<file path="src/rtl/pt_pkg.sv">
// Shared constants and the role order of the eight control terms of one macrocell.
// Assumes a control byte is indexed by these role values.
package pt_pkg;
    typedef enum logic [2:0] {
        ROLE_OUT_SET   = 3'd0,
        ROLE_OUT_RESET = 3'd1,
        ROLE_OUT_CLK   = 3'd2,
        ROLE_IN_SET    = 3'd3,
        ROLE_IN_RESET  = 3'd4,
        ROLE_IN_CLK    = 3'd5,
        ROLE_OE        = 3'd6,
        ROLE_XOR       = 3'd7
    } ctrl_role_e;

    localparam int unsigned CTRL_ROLES = 8;
endpackage

</file>
<file path="src/rtl/pt_fuse_loader.sv">
// Serial fuse-map store. While prog_en is high each prog_shift shifts one bit in at index 0.
// It counts the shifts made since prog_en last rose and reports loaded once a full map is in
// and prog_en is low. Assumes prog_bit is valid in every cycle where prog_shift is 1.
module pt_fuse_loader #(
    parameter int unsigned MAP_BITS = 1984
) (
    input  logic                clk,
    input  logic                rst_n,
    input  logic                prog_en,
    input  logic                prog_shift,
    input  logic                prog_bit,
    output logic [MAP_BITS-1:0] fuse_map,
    output logic                loaded
);
    localparam int unsigned CNT_W = $clog2(MAP_BITS + 1);
    localparam logic [CNT_W-1:0] FULL = CNT_W'(MAP_BITS);

    logic [CNT_W-1:0] shift_cnt;
    logic             prog_en_q;

    // Shift the map and keep the count of shifts since prog_en rose.
    always_ff @(posedge clk) begin
        if (!rst_n) begin
            fuse_map  <= '0;
            shift_cnt <= '0;
            prog_en_q <= 1'b0;
        end else begin
            prog_en_q <= prog_en;
            if (prog_en && prog_shift) begin
                fuse_map <= {fuse_map[MAP_BITS-2:0], prog_bit};
            end
            if (prog_en && !prog_en_q) begin
                shift_cnt <= prog_shift ? CNT_W'(1) : '0;
            end else if (prog_en && prog_shift && shift_cnt != FULL) begin
                shift_cnt <= shift_cnt + CNT_W'(1);
            end
        end
    end

    // The array is live only with a complete map and programming off.
    always_comb loaded = !prog_en && (shift_cnt == FULL);
endmodule

</file>
<file path="src/rtl/pt_literal_gen.sv">
// Builds the literal columns: column 2i is input i and column 2i+1 is its complement.
// Purely combinational.
module pt_literal_gen #(
    parameter int unsigned N_IN = 31
) (
    input  logic [N_IN-1:0]   sig_in,
    output logic [2*N_IN-1:0] lits
);
    for (genvar i = 0; i < N_IN; i++) begin : g_lit
        assign lits[2*i]   = sig_in[i];
        assign lits[2*i+1] = ~sig_in[i];
    end
endmodule

</file>
<file path="src/rtl/pt_term_array.sv">
// Programmable AND plane. Term t takes the AND of the literal columns whose fuse bit
// (t*N_COL + column) is 1. A term with an empty mask gives 1, and a mask that holds
// both polarities of one input gives 0.
module pt_term_array #(
    parameter int unsigned N_COL  = 62,
    parameter int unsigned N_TERM = 32
) (
    input  logic [N_COL-1:0]        lits,
    input  logic [N_TERM*N_COL-1:0] fuse_map,
    output logic [N_TERM-1:0]       terms
);
    for (genvar t = 0; t < N_TERM; t++) begin : g_term
        logic [N_COL-1:0] mask;
        assign mask     = fuse_map[t*N_COL +: N_COL];
        assign terms[t] = &(~mask | lits);
    end
endmodule

</file>
<file path="src/rtl/pt_router.sv">
// Routes terms to the outputs. The first N_CTRL terms go to cell A's control byte and the
// next N_CTRL to cell B's. SUM_A terms are ORed into sum_a and the remainder into sum_b.
// Everything is forced to 0 when active is low. Assumes 0 < SUM_A < N_SUM.
module pt_router #(
    parameter int unsigned N_CTRL = 8,
    parameter int unsigned N_SUM  = 16,
    parameter int unsigned SUM_A  = 4
) (
    input  logic [2*N_CTRL+N_SUM-1:0] terms,
    input  logic                      active,
    output logic [N_CTRL-1:0]         ctrl_a,
    output logic [N_CTRL-1:0]         ctrl_b,
    output logic                      sum_a,
    output logic                      sum_b
);
    localparam int unsigned BASE_A = 2 * N_CTRL;
    localparam int unsigned BASE_B = BASE_A + SUM_A;
    localparam int unsigned SUM_B  = N_SUM - SUM_A;

    // Gate the control bytes and the two sums by the active flag.
    always_comb begin
        ctrl_a = active ? terms[N_CTRL-1:0]      : '0;
        ctrl_b = active ? terms[N_CTRL +: N_CTRL] : '0;
        sum_a  = active & (|terms[BASE_A +: SUM_A]);
        sum_b  = active & (|terms[BASE_B +: SUM_B]);
    end
endmodule

</file>
<file path="src/rtl/pt_pair_slice.sv">
// Product-term array slice for one macrocell pair: literal generation, a fused AND plane,
// a fixed routing of control terms, and an uneven split of the shared sum terms.
// Assumes the fuse map is loaded serially before use and that array_in is settled
// wherever the outputs are consumed.
module pt_pair_slice #(
    parameter int unsigned N_IN        = 31,
    parameter int unsigned N_CTRL      = pt_pkg::CTRL_ROLES,
    parameter int unsigned N_SUM       = 16,
    parameter int unsigned SUM_A_TERMS = 4
) (
    input  logic              clk,
    input  logic              rst_n,
    input  logic              prog_en,
    input  logic              prog_shift,
    input  logic              prog_bit,
    input  logic [N_IN-1:0]   array_in,
    output logic [N_CTRL-1:0] ctrl_a,
    output logic [N_CTRL-1:0] ctrl_b,
    output logic              sum_a,
    output logic              sum_b
);
    localparam int unsigned N_COL    = 2 * N_IN;
    localparam int unsigned N_TERM   = 2 * N_CTRL + N_SUM;
    localparam int unsigned MAP_BITS = N_TERM * N_COL;

    logic [MAP_BITS-1:0] fuse_map;
    logic                loaded;
    logic [N_COL-1:0]    lits;
    logic [N_TERM-1:0]   terms;

    pt_fuse_loader #(.MAP_BITS(MAP_BITS)) u_loader (
        .clk(clk), .rst_n(rst_n), .prog_en(prog_en), .prog_shift(prog_shift),
        .prog_bit(prog_bit), .fuse_map(fuse_map), .loaded(loaded)
    );

    pt_literal_gen #(.N_IN(N_IN)) u_lits (
        .sig_in(array_in), .lits(lits)
    );

    pt_term_array #(.N_COL(N_COL), .N_TERM(N_TERM)) u_terms (
        .lits(lits), .fuse_map(fuse_map), .terms(terms)
    );

    pt_router #(.N_CTRL(N_CTRL), .N_SUM(N_SUM), .SUM_A(SUM_A_TERMS)) u_route (
        .terms(terms), .active(loaded),
        .ctrl_a(ctrl_a), .ctrl_b(ctrl_b), .sum_a(sum_a), .sum_b(sum_b)
    );
endmodule

</file>
<file path="config.mk">
export PLATFORM = sky130hd
export DESIGN_NAME = pt_pair_slice
export DESIGN_NICKNAME = d
export VERILOG_FILES = /design/src/rtl/pt_pkg.sv /design/src/rtl/pt_fuse_loader.sv /design/src/rtl/pt_literal_gen.sv /design/src/rtl/pt_term_array.sv /design/src/rtl/pt_router.sv /design/src/rtl/pt_pair_slice.sv
export SDC_FILE = /design/constraint.sdc
export NUM_CORES = 2
export LEC_CHECK = 0
export BUFFER_PORTS_ARGS = -buffer_cell sky130_fd_sc_hd__buf_4
export CAP_MARGIN = 20
export CORE_UTILIZATION = 30
export DETAILED_ROUTE_END_ITERATION = 10
export PLACE_DENSITY_LB_ADDON = 0.25
export SLEW_MARGIN = 10
export SYNTH_ARGS = -nofsm -noshare
export SYNTH_HDL_FRONTEND = slang
export SYNTH_SLANG_ARGS = --single-unit
</file>
<file path="constraint.sdc">
create_clock -name clk -period 8.5 [get_ports clk]
set_input_delay 2.55 -clock clk [delete_from_list [all_inputs] [get_ports clk]]
set_output_delay 2.55 -clock clk [all_outputs]
set_load 0.01 [all_outputs]
</file>
==> metrics <==
initial antenna violation count=2; crit share post-route=about nine tenths; wire length on met2=about 110000 um; FFs w/ async S/R, synth=0%; CTS sink count=between 1500 and 2000; crit-path cells=buf_4 > mux2i_1 > nand4_1 > nor4_1 > a22oi_1 > nand2_1 > o31a_1 > buf_4; post-placement cell area=89100 um^2; gr usage total=approximately 17%; maxcap violations=0; Final ANT Viol Nets=0; number of global-route vias before repair=63087; placed cell count=around 13000; non-filler cells, final=~14000; Yosys reg bits=roughly 2000; most frequent cells in the layout=3984 x nand2_1, 1996 x dfxtp_1, 1984 x a21boi_0, 961 x mux2i_1, 224 x clkbuf_16; WP data required=about 6000 ps; layout cells sized above 1=about 5.6%; Buffers & Inverters on Critical Path=2; Mapped Nets=~10000; Root Buffer Master=clkbuf_16; Crit. End Element=output pin; VDD IR-drop max=roughly 160 uV; Power Total=19.95 mW; RSZ-0062 raised after global routing=no; row cnt=roughly 200; met1 wire length=about 120000 um; Period minus WS final=7748 ps; synth top area cells=dfxtp_1 47%, nand2_1 17%, a21boi_0 17%; clock latency on the worst-skew pair=just under 900 ps; Main synth FF type=dfxtp_1; number of remaining DRC errors=0; Clock Skews=66.39 ps; largest net degree at the start of global routing=between 200 and 300; Distinct cells, synth=34; Mapped Area=roughly 86000 um^2; yosys warns=0; # setup viols final=0; Static Leak=approximately 33 nW; top-area cell type share of the netlist area=between 40% and 50%; IO Port Bufs=53; Pre-Repair DR Iteration Count=8; sequential area share after synthesis=between 40% and 50%; worst min-delay path class=reg2reg; drt first-iter violations=~4500; Syn Area/Cell=8.461 um^2; clk slew on worst S/H paths=around 60 ps; Die ar.=between 200000 and 300000 um^2; Final Slew Violations=0; commonest non-fill, non-tap cell in the layout=nand2_1; final-stage net count=9819; # IOs=54; crit path DAT=about 5200 ps; pre-CTS WS=around 680 ps; hpwl dp=~150000 um; GRT overflow=0; H-Tree Depth=4; CP max-delay cell=buf_4; DIE WIDTH=between 500 and 600 um; final instance area=96240 um^2; PD cells=between 200 and 250 nW/um^2; worst r2r src=u_loader.shift_cnt[0]; Avg WL per Cell=about 18 um; Longest Clk Path Bufs=4; CP top delay family=buffers and inverters; cts hold-fix bufs=0; postcts setup bufs=0; CP startpoint kind=input port; Post-synth EDFFs=0; Slowest Stage Delay on Critical Path=770 ps; area grow syn2layout=12.04%; most used cell, CP=buf_4; Final Hold Fails=0; die height=around 540 um; area of the core=between 200000 and 300000 um^2; Post-CTS Resized=0; register-to-register setup slack=approximately 6800 ps; WL met3=8299 um; outcome=finished, final reports clean; cell count after synthesis=10152; Via density=roughly 4.8; cell taking the most area after synthesis=dfxtp_1; CP Class=in2out; GP Congestion=approximately 0.78; worst-path maximum fanout=30; uppermost layer routed=met4; crit path from=array_in[4]; Initial Util=a little under a third; Routed WL=roughly 250000 um; fmax=about 130 MHz; CTS tree=built; total number of vias=66121; Fin Setup TNS=0 ps; HP Start=u_loader.fuse_map[848]; clock buffer count from CTS=220; fill count=29425; wire length of the first global-routing pass=~380000 um; Worst Tran Pin Value=approximately 1200 ps; Slew HR=21.67%; final worst slack=approximately 750 ps
power breakdown:
group / switching, mW / total, mW / internal (mW)
Combinational: 0.743 / 1.03 / 0.286
Clock: 3.96 / 9.56 / 5.61
Sequential: 0.00104 / 9.36 / 9.35
cells in the mapped netlist, types with 9 or more instances:
cell	n
a211oi_2	10
a21boi_0	1984
and3_1	16
buf_1	19
buf_2	313
buf_4	46
buf_6	9
clkbuf_1	401
dfxtp_1	1996
mux2_4	10
mux2i_1	961
nand2_1	3985
nand3_1	52
nand4_1	212
nor2_1	13
nor2b_1	17
nor4_1	65
worst paths after layout:
| check | cells past startpoint | to |
|---|---|---|
| hold reg to reg | 2 | u_loader.fuse_map[849] |
| hold / removal | 2 | u_loader.fuse_map[849] |
| setup reg to reg | 8 | u_loader.shift_cnt[0] |
| setup / recovery | 8 | sum_b |
worst reg2reg max path, delay by kind of cell, from the launching register on:
family                     cells  cell delay [ps]
adders and majority gates      1              190
buffers and inverters          1               60
and+or+nand+nor                5              730
AOI/OAI and AO/OA              1              190
DFF                            1              380
layer usage:
layer | global-route usage (%) | vias up
met2 | 26.77 | 908
met4 | 3.932 | 0
met1 | 23.87 | 31888
li1 | - | 33007
met5 | 0 | -
met3 | 2.154 | 318
sequential cells by signal, summed over array words and instances, names as in the netlist:
name                count
u_loader.shift_cnt     11
u_loader.prog_en_q      1
u_loader.fuse_map    1984
logic make-up (layout without fill, tap and decap cells):
kind of cell | after synthesis | in the layout | synth area share [%]
buffers and inverters | 792 | 583 | 4.197
flip-flops | 1996 | 1996 | 46.52
other | 0 | 1 | 0
AND/OR/NAND/NOR | 4368 | 4368 | 20.10
XOR/XNOR | 9 | 9 | 0.09177
adder cells (fa/ha/maj) | 2 | 2 | 0.02913
multiplexers | 977 | 977 | 11.45
AO/OA/AOI/OAI | 2008 | 2008 | 17.61
stage by stage:
stage               hold slack, ps  utilization [%]
floorplan                    443.1                -
finish                       415.0            33.77
detailed placement           467.9            31.27
global route                 449.7            33.77
global placement             459.7            31.27
CTS                          406.5            33.77
area by class of cell:
cell class | count | area, um^2 | share of cell area (%)
multi-input cells | 7364 | 42340 | 44.00
clock inverters | 58 | 653.1 | 0.6786
well taps | 3762 | 4707 | 4.891
inverters | 4 | 15.01 | 0.01560
repair buffers | 195 | 2072 | 2.153
diodes | 1 | 2.502 | 0.002600
flip-flops and latches | 1996 | 39960 | 41.52
clock buffers | 326 | 6489 | 6.742
Note: power is estimated with default switching activity, not from simulation.
